<file path="config.mk">
export PLATFORM = sky130hd
export DESIGN_NAME = alarm_repeat_match
export DESIGN_NICKNAME = d
export VERILOG_FILES = /design/src/rtl/alarm_pkg.sv /design/src/rtl/alarm_regfile.sv /design/src/rtl/alarm_rate_decode.sv /design/src/rtl/alarm_compare.sv /design/src/rtl/alarm_repeat_match.sv
export SDC_FILE = /design/constraint.sdc
export NUM_CORES = 1
export LEC_CHECK = 0
export BUFFER_PORTS_ARGS = -buffer_cell sky130_fd_sc_hd__clkbuf_2
export CORE_MARGIN = 4
export CORE_UTILIZATION = 40
export CTS_BUF_LIST = sky130_fd_sc_hd__clkbuf_16
export DETAILED_ROUTE_END_ITERATION = 6
export GPL_TIMING_DRIVEN = 0
export PLACE_DENSITY = 0.67
export RECOVER_POWER = 25
export SYNTH_ARGS = -nofsm -noshare
export SYNTH_HDL_FRONTEND = slang
export SYNTH_HIERARCHICAL = 1
export SYNTH_SLANG_ARGS = --single-unit
export TNS_END_PERCENT = 1
</file>
<file path="constraint.sdc">
create_clock -name clk -period 2.4 [get_ports clk]
set_input_delay 0.24 -clock clk [delete_from_list [all_inputs] [get_ports clk]]
set_output_delay 0.24 -clock clk [all_outputs]
set_load 0.03 [all_outputs]
</file>
<file path="src/rtl/alarm_pkg.sv">
package alarm_pkg;
  localparam int DW     = 8;
  localparam int FIELDS = 4;
  localparam int SEL_W  = $clog2(FIELDS);

  localparam int F_SEC  = 0;
  localparam int F_MIN  = 1;
  localparam int F_HOUR = 2;
  localparam int F_DATE = 3;

  localparam int MASK_BIT = DW - 1;

  typedef logic [DW-1:0] bcd_t;

  // two-digit decode: tens * 10 + units (max 165, fits 8 bits)
  function automatic logic [7:0] bcd_value(input bcd_t v);
    return ({4'b0, v[7:4]} * 8'd10) + {4'b0, v[3:0]};
  endfunction

  function automatic logic write_ok(input logic [SEL_W-1:0] idx, input bcd_t d);
    logic ok;
    case (int'(idx))
      F_SEC, F_MIN: ok = (bcd_value(d & 8'h7F) <= 8'd59);
      F_HOUR:       ok = (bcd_value(d & 8'h3F) <= 8'd23);
      default:      ok = ((d & 8'h1F) != 8'h00);
    endcase
    return ok;
  endfunction

  function automatic bcd_t cmp_mask(input int idx);
    return (idx == F_SEC || idx == F_MIN) ? 8'h7F : 8'h3F;
  endfunction
endpackage

</file>
<file path="src/rtl/alarm_regfile.sv">
module alarm_regfile
  import alarm_pkg::*;
(
  input  logic                        clk,
  input  logic                        rst_n,
  input  logic                        wr_en,
  input  logic [SEL_W-1:0]            wr_sel,
  input  bcd_t                        wr_data,
  output logic [FIELDS-1:0][DW-1:0]   regs
);
  logic legal;
  assign legal = write_ok(wr_sel, wr_data);

  for (genvar i = 0; i < FIELDS; i++) begin : g_field
    logic hit;
    assign hit = wr_en && legal && (wr_sel == SEL_W'(i));
    always_ff @(posedge clk) begin
      if (!rst_n)   regs[i] <= '0;
      else if (hit) regs[i] <= wr_data;
    end
  end
endmodule

</file>
<file path="src/rtl/alarm_rate_decode.sv">
module alarm_rate_decode
  import alarm_pkg::*;
(
  input  logic [FIELDS-1:0] masks,   // index = field
  output logic [FIELDS-1:0] use_fld  // field takes part in the compare
);
  always_comb begin
    case (masks)
      4'b0000: use_fld = 4'b1111;  // monthly
      4'b1000: use_fld = 4'b0111;  // daily
      4'b1100: use_fld = 4'b0011;  // hourly
      4'b1110: use_fld = 4'b0001;  // every minute
      default: use_fld = 4'b0000;  // every second
    endcase
  end
endmodule

</file>
<file path="src/rtl/alarm_compare.sv">
module alarm_compare
  import alarm_pkg::*;
(
  input  logic [FIELDS-1:0][DW-1:0] regs,
  input  logic [FIELDS-1:0][DW-1:0] now,
  input  logic [FIELDS-1:0]         use_fld,
  output logic                      match
);
  logic [FIELDS-1:0] ok;
  for (genvar i = 0; i < FIELDS; i++) begin : g_cmp
    assign ok[i] = !use_fld[i] ||
                   ((regs[i] & cmp_mask(i)) == (now[i] & cmp_mask(i)));
  end
  assign match = &ok;
endmodule

</file>
<file path="src/rtl/alarm_repeat_match.sv">
module alarm_repeat_match
  import alarm_pkg::*;
(
  input  logic             clk,
  input  logic             rst_n,
  input  logic             tick,
  input  logic [DW-1:0]    now_sec,
  input  logic [DW-1:0]    now_min,
  input  logic [DW-1:0]    now_hour,
  input  logic [DW-1:0]    now_date,
  input  logic             wr_en,
  input  logic [SEL_W-1:0] wr_sel,
  input  logic [DW-1:0]    wr_data,
  input  logic [SEL_W-1:0] rd_sel,
  output logic [DW-1:0]    rd_data,
  output logic             alarm_pulse
);
  logic [FIELDS-1:0][DW-1:0] alarm_regs;
  logic [FIELDS-1:0][DW-1:0] now_all;
  logic [FIELDS-1:0]         masks;
  logic [FIELDS-1:0]         use_fld;
  logic                      match;

  assign now_all = {now_date, now_hour, now_min, now_sec};

  alarm_regfile u_regs (
    .clk(clk), .rst_n(rst_n), .wr_en(wr_en), .wr_sel(wr_sel),
    .wr_data(wr_data), .regs(alarm_regs)
  );

  for (genvar i = 0; i < FIELDS; i++) begin : g_mask
    assign masks[i] = alarm_regs[i][MASK_BIT];
  end

  alarm_rate_decode u_rate (.masks(masks), .use_fld(use_fld));

  alarm_compare u_cmp (
    .regs(alarm_regs), .now(now_all), .use_fld(use_fld), .match(match)
  );

  always_ff @(posedge clk) begin
    if (!rst_n) alarm_pulse <= 1'b0;
    else        alarm_pulse <= tick && match;
  end

  assign rd_data = alarm_regs[rd_sel];
endmodule

</file>
## Word-level counts from Yosys, hierarchy flattened

Index checks and enable logic that the tools add are counted.

| operators by class | value |
|---|---|
| add/subtract/negate cells | 2 |
| bitwise gates (word level) | 0 |
| shifts and indexed selects | 0 |
| div/mod/pow operators | 0 |
| equality and inequality tests | 10 |
| reductions and logical operators | 19 |
| $mul | 2 |
| magnitude comparators | 3 |
| multiplexer cells | 4 |

Operators by type and width:

| cell | number |
|---|---|
| adder 8 x 4 -> 8 bit | 2 |
| binary-select mux 8 bit (select 2 bit) | 1 |
| one-hot mux 4 bit (4 select lines) | 1 |
| equality test 7 bit | 2 |
| equality test 4 bit (second input constant) | 3 |
| equality test 6 bit | 2 |
| less-or-equal comparator 8 x 5 -> 1 bit (second input constant) | 1 |
| less-or-equal comparator 8 x 6 -> 1 bit (second input constant) | 1 |
| 2-to-1 mux 8 bit | 1 |
| nonzero test 8 bit | 1 |
| logical AND 1 bit | 6 |
| multiplier 3 x 3 -> 6 bit (second input constant) | 1 |
| multiplier 2 x 3 -> 5 bit (second input constant) | 1 |
| equality test 2 bit (second input constant) | 2 |
| logical NOT 1 bit | 4 |
| logical NOT 4 bit | 1 |
| logical OR 1 bit | 4 |
| AND reduction 4 bit | 1 |
| < comparator 2 x 3 -> 1 bit (second input constant) | 1 |
| equality test 2 x 1 -> 1 bit (second input constant) | 1 |
| logical NOT 2 bit | 1 |
| one-hot mux 1 bit (2 select lines) | 1 |
| OR reduction 2 bit | 1 |

| storage, ports and cells | value |
|---|---|
| memory bits (writable) | 0 |
| memory bits (read-only) | 0 |
| logic and storage cells | 45 |
| memories | 0 |
| bits in latches | 0 |
| input port bits | 48 |
| output and inout port bits | 9 |
| register bits after elaboration | 33 |

## Depth between registers and ports, before layout

Gate-level depths: netlist (run 1).

| depth | value |
|---|---|
| word-level depth | 6 |
| gate-level depth with buffers | 9 |
| depth with buffers taken out | 8 |

## Hierarchy

Netlist (run 1), hierarchy kept.

By module, submodules not included:

| module | sequential area each (µm²) | cells each | times used | area an instance (µm²) |
|---|---|---|---|---|
| alarm_regfile | 640.6 | 148 | 1 | 1497.7 |
| alarm_compare | 0.0 | 35 | 1 | 294.0 |
| alarm_repeat_match | 20.0 | 12 | 1 | 222.7 |
| alarm_rate_decode | 0.0 | 6 | 1 | 57.6 |

## Least setup slack after synthesis (run 1)

Ideal clock, no wire load.

| timing | value |
|---|---|
| kind | input-to-reg |
| from | input wr_data[1] |
| to | register u_regs/regs[0] (netlist bit) |
| buffers on the path | 1 |
| library setup time | 0.072 ns |
| stages | 8 |
| path slack | 0.169 ns |
| data arrival time | 2.159 ns |
| data required time | 2.328 ns |
| path through | ha_1 inv_1 fa_1 xor2_1 o311ai_0 a2111o_1 buf_6 mux2i_1 |

| between the ends | value |
|---|---|
| word-level cells in the longest chain between the ends | 5 |
| elaborated cells on any way between the ends | 8 |
| those cells by class | add/sub: 2; order compare: 2; mux: 1; reduce/logical: 3 |

Ends and longest elaborated chain:

| element | RTL line | RTL |
|---|---|---|
| start, declared | alarm_repeat_match.sv:13 | `input logic [DW-1:0] wr_data,` |
| adder 8 x 4 -> 8 bit | alarm_pkg.sv:17 | `return ({4'b0, v[7:4]} * 8'd10) + {4'b0, v[3:0]};` |
| less-or-equal comparator 8 x 5 -> 1 bit or less-or-equal comparator 8 x 6 -> 1 bit (tied branches) | alarm_pkg.sv:24, alarm_pkg.sv:23 |  |
| one-hot mux 1 bit (2 select lines) * | alarm_pkg.sv:22 | `case (int'(idx))` |
| logical AND 1 bit * (2 in series) | alarm_regfile.sv:16 | `assign hit = wr_en && legal && (wr_sel == SEL_W'(i));` |
| end signal, assigned by index | alarm_regfile.sv:19 | `else if (hit) regs[i] <= wr_data;` |
| end, declared | alarm_regfile.sv:9 | `output logic [FIELDS-1:0][DW-1:0] regs` |

Mark *: on every way between the ends. The rest lies on a longest branch, timed or not.
A chain may end at the register's enable or synchronous reset.

## Worst setup path in the final report (run 1)

| timing | value |
|---|---|
| from | input wr_data[4] |
| to | register u_regs/regs[0] (netlist bit) |

| between the ends | value |
|---|---|
| word-level cells in the longest chain between the ends | 6 |
| elaborated cells on any way between the ends | 10 |
| those cells by class | add/sub: 2; mul: 2; order compare: 2; mux: 1; reduce/logical: 3 |

Ends and longest elaborated chain:

| element | RTL line |
|---|---|
| multiplier 2 x 3 -> 5 bit or multiplier 3 x 3 -> 6 bit (tied branches) | alarm_pkg.sv:17 |
| adder 8 x 4 -> 8 bit | alarm_pkg.sv:17 |
| less-or-equal comparator 8 x 5 -> 1 bit or less-or-equal comparator 8 x 6 -> 1 bit (tied branches) | alarm_pkg.sv:24, alarm_pkg.sv:23 |
| one-hot mux 1 bit (2 select lines) * | alarm_pkg.sv:22 |
| logical AND 1 bit * (2 in series) | alarm_regfile.sv:16 |

Marks and branches as above.

==> metrics.log, run 1 <==
INFO  metric run_status = completed
INFO  metric leakage = 0.00111 uW
INFO  metric busiest_layer = met2
INFO  metric min_period = 2.25 ns
INFO  metric fin_tns_setup = 0 ns
INFO  metric peak_fanout_along_the_critical_path = 8
INFO  metric worst_ep_required_time = 2.56 ns
INFO  metric cts-buffers-inserted = 5
INFO  metric grt_first_pass_wirelength = 8170 um
INFO  metric cts.clk_slew.worst_paths = 0.05 ns
INFO  metric final_net_count = 312
INFO  metric start_kind = input pin
INFO  metric grt_antenna_before_repair = 0
INFO  metric timing.final.crit_share = 93.6%
INFO  metric antenna_cells_inserted = 0
INFO  metric vias = 1,692
INFO  metric synth.yosys.seq_area_share = 31.9%
INFO  metric grt_util_met1 = 23.3%
INFO  metric yosys-top-cells-area = sky130_fd_sc_hd__dfxtp_1, sky130_fd_sc_hd__mux2i_1, sky130_fd_sc_hd__mux4_2
INFO  metric routed_wire_length_per_instance = 16.0 um
INFO  metric power.ir.vdd_worst = 316 uV
INFO  metric syn-mean-instance-area = 10.3 um^2
INFO  metric tritoncts = yes
INFO  metric synth_nets = 257
INFO  metric drt.antenna.violating_nets = 0
INFO  metric post_synth_inst_count = 201
INFO  metric cts.sinks = 33
INFO  metric power.density = 557 nW/um^2
INFO  metric die_area = 6400 um^2
INFO  metric postLayoutCellArea = 2530 um^2
INFO  metric utilization = 51.8%
INFO  metric drc_errors = 0
INFO  metric number_of_pins_exceeding_their_max_slew_limit_in_the_final_report = 0
INFO  metric timing_worst_setup_path_type = input pin to register
INFO  metric synth_seq_cells = 33
INFO  metric synth_area = 2070 um^2
INFO  metric grt_start_max_net_pins = 11
INFO  metric grt_pass1_vias = 1,644
INFO  metric synth_top_area_share = 31.9%
INFO  metric max_clock_skew = 0.00391 ns
INFO  metric firstDrtPassIters = 4
INFO  metric routed_wirelength = 5160 um
INFO  metric initial_utilization = 42.5%
INFO  metric worst_hold_path_type = input pin to register
INFO  metric drv_cap = 0
INFO  metric die_x = 80.0 um
INFO  metric max_freq = 0.445 GHz
INFO  metric yosysUniqueCellTypes = 40
INFO  metric synth_warnings = 6
INFO  metric coreArea = 4880 um^2
INFO  metric layout.filler_cells = 500
INFO  metric post_cts_hold_buffer_count = 0
INFO  metric placement_rows = 25
INFO  metric max-clock-path-buffers = 2
INFO  metric finalHoldViolations = 0
INFO  metric dpl.hpwl = 4100 um
INFO  metric floorplan.io_pins = 57
INFO  metric grt_util_met3 = 3.72%
INFO  metric tightest_slew = 0.529 ns
INFO  metric syn2layout_area_growth = 22.1%
INFO  metric cp-end-kind = register
INFO  metric use_met2 = 24.8%
INFO  metric grt_use_total = 17.0%
INFO  metric cts_root_buf = sky130_fd_sc_hd__clkbuf_16
INFO  metric grt_remaining_overflow = 0
INFO  metric postPlaceCellArea = 2390 um^2
INFO  metric synthDominantAreaCellType = sky130_fd_sc_hd__dfxtp_1
INFO  metric rsz0062_at_grt = false
INFO  metric port_buffers = 47
INFO  metric drt-vias-per-instance = 5.25
INFO  metric clk_latency = 0.28 ns
INFO  metric cp.arrival = 2.41 ns
INFO  metric placer_congestion = 0.855
INFO  metric fraction_of_layout_cells_with_a_size_suffix_above_1 = 25.1%
INFO  metric h_tree_level_count = 2
INFO  metric setup-violations-final = 0
INFO  metric violation_count_after_the_first_detailed_route_iteration = 126
INFO  metric die_h = 80.0 um
INFO  metric timing.max_slew.rel_slack = 64.2%
Yosys cell counts (all sizes together):
library cell	n
nor2b	18
o311ai	1
and3	1
nor4	1
o21ai	2
a21oi	3
a2111o	1
o41ai	2
nand3b	1
inv	6
a211oi	2
nand4	5
nand2	26
or4	1
a311oi	1
o2111ai	2
and4	1
nor3	4
nor2	2
ha	7
fa	1
buf	3
nand3	1
nor3b	1
clkbuf	5
xnor2	16
o41a	1
xor2	11
dfxtp	33
a21o	1
mux4	8
mux2i	30
nand2b	1
o31ai	2
cells in the final DEF (no fill, tap or decap), types with 2 or more instances in the layout:
master,instances
sky130_fd_sc_hd__o41ai_1,2
sky130_fd_sc_hd__clkbuf_16,5
sky130_fd_sc_hd__inv_1,6
sky130_fd_sc_hd__mux4_2,8
sky130_fd_sc_hd__nor2b_1,17
sky130_fd_sc_hd__nand2_1,26
sky130_fd_sc_hd__mux2i_1,30
sky130_fd_sc_hd__xor2_1,11
sky130_fd_sc_hd__clkbuf_2,39
sky130_fd_sc_hd__o31ai_1,2
sky130_fd_sc_hd__a21oi_1,3
sky130_fd_sc_hd__nor2_1,2
sky130_fd_sc_hd__ha_1,7
sky130_fd_sc_hd__nor3_1,2
sky130_fd_sc_hd__nor3_2,2
sky130_fd_sc_hd__nand4_1,5
sky130_fd_sc_hd__buf_6,2
sky130_fd_sc_hd__dfxtp_1,33
sky130_fd_sc_hd__xnor2_1,16
sky130_fd_sc_hd__clkbuf_1,13
sky130_fd_sc_hd__o21ai_0,2
stage by stage:
step,setup slack [ns],total power (uW),std cells,hold WS [ns]
detailed placement,-0.284,836,315,0.489
finish,0.153,1410,322,0.203
CTS,0.128,1420,321,0.203
global placement,-0.267,832,315,0.481
floorplan,0.169,748,201,0.393
global route,0.0128,1480,322,0.204
state kept, by name, indices dropped and copies added, names as in the netlist:
signal       flops
alarm_pulse      1
u_regs/regs     32
critical path, stage by stage:
cell	delay (ns)
sky130_fd_sc_hd__clkbuf_2	0.19
sky130_fd_sc_hd__ha_1	0.22
sky130_fd_sc_hd__inv_1	0.06
sky130_fd_sc_hd__fa_1	0.45
sky130_fd_sc_hd__xor2_1	0.21
sky130_fd_sc_hd__o21ai_0	0.14
sky130_fd_sc_hd__o41a_1	0.18
sky130_fd_sc_hd__a2111o_1	0.45
sky130_fd_sc_hd__buf_6	0.16
sky130_fd_sc_hd__mux2i_1	0.12
routing by layer:
metal  vias up  wire length (um)  part of all wire (%)
li1        828                 -                     -
met1       785              2330                    45
met2        63              2350                    46
met3        16               312                   6.1
met4         0               163                   3.2
met5         -                 0                     0
timing repair:
| item | 4_1_cts | 5_1_grt |
|---|---|---|
| resized for setup | 1 | 0 |
| setup buffers | 0 | 1 |
| pin swaps | 0 | 1 |
| setup endpoints to repair | 1 | 8 |
worst paths after layout:
check | startpoint | endpoint | slack (ns) | depth (start not counted)
max | wr_data[4] | u_regs/regs[0]$_SDFFE_PN0P_ | 0.15 | 10
min | tick | alarm_pulse$_SDFF_PN0_ | 0.20 | 2
max reg2reg | u_regs/regs[21]$_SDFFE_PN0P_ | alarm_pulse$_SDFF_PN0_ | 1.01 | 5
min reg2reg | u_regs/regs[8]$_SDFFE_PN0P_ | u_regs/regs[8]$_SDFFE_PN0P_ | 0.50 | 2
area by class of cell:
type / count / area [um^2] / share of cell area [%]
sequential: 33 / 661 / 26.1
tap: 67 / 83.8 / 3.31
clock inverter: 1 / 5.00 / 0.198
inverter: 6 / 22.5 / 0.890
timing repair buffer: 48 / 244 / 9.64
buffer: 8 / 47.5 / 1.88
multi-input combinational: 154 / 1340 / 53.0
clock buffer: 5 / 125 / 4.95
power by group:
group          switching, uW  internal, uW  total (uW)  leakage, uW
combinational            128           116         244     0.000778
sequential              18.4           565         584     0.000267
clock                    212           369         581    0.0000655
cell families (layout without fill, tap and decap cells):
| kind of cell | after synthesis | in the layout | synth area share, % |
|---|---|---|---|
| buf+inv | 14 | 68 | 3.38 |
| fa+ha+maj | 8 | 8 | 5.19 |
| flops | 33 | 33 | 31.9 |
| compound gates | 18 | 18 | 8.15 |
| xor+xnor | 27 | 27 | 11.4 |
| mux | 38 | 38 | 23.2 |
| simple gates | 63 | 63 | 16.8 |
No activity file was read; power rests on OpenSTA's default activity.
==> run 2, diff against run 1 <==
--- a/config.mk
+++ b/config.mk
@@ -5,13 +5,15 @@
 export SDC_FILE = /design/constraint.sdc
 export NUM_CORES = 1
 export LEC_CHECK = 0
+export ABC_AREA = 1
 export BUFFER_PORTS_ARGS = -buffer_cell sky130_fd_sc_hd__clkbuf_2
+export CAP_MARGIN = 20
 export CORE_MARGIN = 4
 export CORE_UTILIZATION = 40
 export CTS_BUF_LIST = sky130_fd_sc_hd__clkbuf_16
 export DETAILED_ROUTE_END_ITERATION = 6
 export GPL_TIMING_DRIVEN = 0
-export PLACE_DENSITY = 0.67
+export PLACE_DENSITY = 0.64
 export RECOVER_POWER = 25
 export SYNTH_ARGS = -nofsm -noshare
 export SYNTH_HDL_FRONTEND = slang
==> run 2 against run 1 <==
Net effect:
- clock power grew 3%
- largest cell class unchanged
- count of clock-buffer cells in the layout unchanged
- sequential cell count unchanged
- sequential share of layout area fell by 7.4 points
==> metrics.log, run 2 <==
INFO  metric run_status = completed
INFO  metric violation_count_after_the_first_detailed_route_iteration = 206 (+63%)
INFO  metric worstHoldPathCells = 2 (unchanged)
INFO  metric antenna_cells_inserted = 0 (unchanged)
INFO  metric cts_root_buf = sky130_fd_sc_hd__clkbuf_16
INFO  metric floorplan.io_pins = 57 (unchanged)
INFO  metric grt_first_pass_wirelength = 12,500 um (+53%)
INFO  metric min_period = 1.98 ns (-0.270 ns)
INFO  metric timing.final.crit_share = 82.4% (-11 points)
INFO  metric vias = 3,108 (+84%)
INFO  metric most-common-layout-cells = sky130_fd_sc_hd__nand2_1, sky130_fd_sc_hd__inv_1, sky130_fd_sc_hd__nor2_1
INFO  metric cts.sinks = 33 (unchanged)
INFO  metric synthDominantAreaCellType = sky130_fd_sc_hd__nand2_1
INFO  metric initial_utilization = 41.5% (-0.95 points)
INFO  metric rr_worst_depth = 9 (+4)
INFO  metric tritoncts = yes
INFO  metric cts-buffers-inserted = 5 (unchanged)
INFO  metric fraction_of_layout_cells_with_a_size_suffix_above_1 = 16.2% (-8.9 points)
INFO  metric r2r_slack = 1.19 ns (+0.18 ns)
INFO  metric synth.top_cells.by_count = sky130_fd_sc_hd__nand2_1, sky130_fd_sc_hd__inv_1, sky130_fd_sc_hd__nor2_1
INFO  metric drc_errors = 0 (unchanged)
INFO  metric synth_seq_cells = 33 (unchanged)
INFO  metric slowest_stage = sky130_fd_sc_hd__fa_1
INFO  metric max_flop_register = u_regs/regs
INFO  metric syn-mean-instance-area = 5.67 um^2 (-45%)
INFO  metric peak_fanout_along_the_critical_path = 10 (+2)
INFO  metric post_cts_resized = 0 (-1)
INFO  metric final_net_count = 648 (+110%)
INFO  metric dpl.hpwl = 6070 um (+48%)
INFO  metric tightest_slew = 0.636 ns (+0.107 ns)
INFO  metric cpPeakStageDelay = 0.41 ns (-0.04 ns)
INFO  metric clk_latency = 0.27 ns (about the same)
INFO  metric hold_path_startpoint = tick
INFO  metric worst_hold_path_type = input pin to register
INFO  metric timing.critical_path.mode_cell = sky130_fd_sc_hd__nor2_1
INFO  metric ys_async_sr_fraction = 0% (unchanged)
INFO  metric drt.antenna.violating_nets = 0 (unchanged)
INFO  metric path_delay_family = simple AND/OR/NAND/NOR gates
INFO  metric post_synth_inst_count = 537 (+170%)
INFO  metric internal_power = 1150 uW (+9.4%)
INFO  metric post_cts_hold_buffer_count = 0 (unchanged)
INFO  metric worstHoldEndpoint = alarm_pulse$_SDFF_PN0_
INFO  metric firstDrtPassIters = 4 (unchanged)
INFO  metric cp.arrival = 2.19 ns (-0.22 ns)
INFO  metric coreArea = 7330 um^2 (+50%)
INFO  metric p_sw_share = 33.5% (+8.1 points)
INFO  metric power.ir.vdd_worst = 313 uV (-0.92%)
INFO  metric worstReg2RegEnd = alarm_pulse$_SDFF_PN0_
INFO  metric number_of_pins_exceeding_their_max_slew_limit_in_the_final_report = 0 (unchanged)
INFO  metric layout_commonest_cell = sky130_fd_sc_hd__nand2_1
INFO  metric layout.filler_cells = 785 (+57%)
INFO  metric max_clock_skew = 0.00478 ns (+0.000870 ns)
INFO  metric worst_ep_required_time = 2.61 ns (+0.05 ns)
INFO  metric cts.clk_slew.worst_paths = 0.05 ns (about the same)
INFO  metric placer_congestion = 0.897 (+4.9%)
INFO  metric yosysUniqueCellTypes = 26 (-35%)
INFO  metric syn2layout_area_growth = 16.1%
INFO  metric post_cts.repair.setup_buffers = 0 (unchanged)
INFO  metric clock_power_share = 34.6% (-6.7 points)
INFO  metric postLayoutCellArea = 3530 um^2 (+40%)
INFO  metric drv_cap = 0 (unchanged)
INFO  metric layout.area.seq = 661 um^2 (unchanged)
INFO  metric synth_top_area_share = 22.2% (-9.7 points)
INFO  metric grt_use_total = 17.5% (+0.47 points)
INFO  metric max-clock-path-buffers = 2 (unchanged)
INFO  metric grt_pass1_vias = 2,845 (+73%)
INFO  metric critical_path_buf_inv_count = 4 (+1)
INFO  metric routed_wirelength = 7560 um (+47%)
INFO  metric synth_warnings = 6 (unchanged)
INFO  metric reg2reg_from = u_regs/regs[28]$_SDFFE_PN0P_
INFO  metric synth_edf_count = 0 (unchanged)
INFO  metric drt-vias-per-instance = 4.49 (-15%)
INFO  metric yosysMostFrequentCell = sky130_fd_sc_hd__nand2_1
INFO  metric cp-end-kind = register
INFO  metric setup-violations-final = 0 (unchanged)
INFO  metric final_hold_slack = 0.196 ns (-0.00737 ns)
INFO  metric comb_power_share = 30.2% (+13 points)
INFO  metric power_dissipated_by_switching_net_loads = 580 uW (+62%)
INFO  metric max_freq = 0.506 GHz (+14%)
INFO  metric postPlaceCellArea = 3410 um^2 (+42%)
INFO  metric die_x = 95.2 um (+19%)
INFO  metric h_tree_level_count = 2 (unchanged)
INFO  metric finalHoldViolations = 0 (unchanged)
INFO  metric routed_wire_length_per_instance = 10.9 um (-32%)
INFO  metric synth_nets = 593 (+130%)
INFO  metric footprint_of_the_multi_input_gates = 1680 um^2 (+25%)
INFO  metric rsz0062_at_grt = false
INFO  metric die_h = 95.2 um (+19%)
INFO  metric grt_remaining_overflow = 0 (unchanged)
INFO  metric largest_register_ffs = 32 (unchanged)
INFO  metric leakage = 0.00195 uW (+76%)
INFO  metric port_buffers = 48 (+2.1%)
INFO  metric power.density = 489 nW/um^2 (-12%)
INFO  metric synth.yosys.seq_area_share = 21.7% (-10 points)
INFO  metric fin_tns_setup = 0 ns (unchanged)
INFO  metric timing.max_slew.rel_slack = 57.4% (-6.7 points)
INFO  metric grt_antenna_before_repair = 0 (unchanged)
INFO  metric crit_chain = clkbuf_2 > ha_1 > inv_1 > fa_1 > inv_2 > nor2_1 > nor2_1 > nand3_1 > nor2_1 > nand2_1 > nand2_2 > nand2_8 > buf_8 > nand4_1 > nand2_1 > nor2_1
INFO  metric seq_power_share = 35.2% (-6.2 points)
INFO  metric yosys-top-cells-area = sky130_fd_sc_hd__nand2_1, sky130_fd_sc_hd__dfxtp_1, sky130_fd_sc_hd__inv_1
INFO  metric grt_start_max_net_pins = 11 (unchanged)
INFO  metric die_area = 9070 um^2 (+42%)
INFO  metric placement_rows = 31 (+24%)
INFO  metric largest_registers = u_regs/regs: 32 flops, alarm_pulse: 1 flops
INFO  metric start_kind = input pin
INFO  metric dominantRegCellSynth = sky130_fd_sc_hd__dfxtp_1
INFO  metric synth_area = 3040 um^2 (+47%)
INFO  metric timing_worst_setup_path_type = input pin to register
## run 2: cell types whose count changed after synthesis, sizes merged, moves of 5 or more
cell,delta
nand4,+29
xor2,-7
nor2,+63
inv,+146
xnor2,-11
nand2,+157
nand3,+32
clkbuf,-5
nor2b,-18
mux4,-8
buf,+11
mux2i,-30
## run 2: power groups by stage
stage / combinational [uW] / clock (uW) / sequential [uW]
final: 522 / 598 / 609
after global routing: 592 / 639 / 614
after CTS: 526 / 606 / 610
after detailed placement: 523 / 0 / 621
after global placement: 513 / 0 / 619
after floorplan: 397 / 0 / 611
## run 2: worst max path at each step
| stage | start | to | slack, ns | cells after the start |
|---|---|---|---|---|
| floorplan | wr_data[4] | u_regs/regs[16]$_SDFFE_PN0P_ | 0.51 | 13 |
| global placement | wr_data[4] | u_regs/regs[6]$_SDFFE_PN0P_ | 0.18 | 16 |
| detailed placement | wr_data[4] | u_regs/regs[6]$_SDFFE_PN0P_ | 0.12 | 16 |
| CTS | wr_data[4] | u_regs/regs[6]$_SDFFE_PN0P_ | 0.41 | 16 |
| global route | wr_data[4] | u_regs/regs[5]$_SDFFE_PN0P_ | 0.21 | 14 |
| finish | wr_data[4] | u_regs/regs[6]$_SDFFE_PN0P_ | 0.42 | 16 |
## run 2: logic make-up after synthesis
group | count (synthesis) | synth area share (%)
buf+inv | 166 | 23.1
fa+ha+maj | 8 | 3.54
xor+xnor | 9 | 2.59
compound gates | 5 | 1.40
flops | 33 | 21.7
simple gates | 316 | 47.7
## run 2: final cells by class
| cell class | count | area share (%) |
|---|---|---|
| Sequential cell | 33 | 18.7 |
| Clock inverter | 3 | 0.354 |
| Clock buffer | 5 | 3.54 |
| Inverter | 152 | 16.2 |
| Buffer | 14 | 3.65 |
| Tap cell | 99 | 3.51 |
| Multi-Input combinational cell | 338 | 47.6 |
| Timing Repair Buffer | 48 | 6.48 |
## run 2: metrics by stage
step | total power (uW) | setup slack [ns] | utilization [%] | cells
6_report | 1730 | 0.422 | 48.2 | 692
5_1_grt | 1850 | 0.210 | 48.2 | 692
4_1_cts | 1740 | 0.407 | 48.4 | 692
3_5_place_dp | 1140 | 0.124 | 46.5 | 684
3_3_place_gp | 1130 | 0.179 | 46.5 | 684
2_1_floorplan | 1010 | 0.514 | - | 537
## run 2: layer usage
metal | vias up | track usage (%) | routed length [um]
met5 | - | 0 | 0
met4 | 0 | 4.81 | 126
met3 | 12 | 2.68 | 343
met2 | 67 | 29.9 | 3490
met1 | 1344 | 22.8 | 3600
li1 | 1685 | - | -
## run 2: worst register-to-register path: cells and delay by family (launching register included)
| kind | cells | cell delay [ns] |
|---|---|---|
| buffers and inverters | 1 | 0.05 |
| DFF | 1 | 0.37 |
| and+or+nand+nor | 8 | 0.72 |
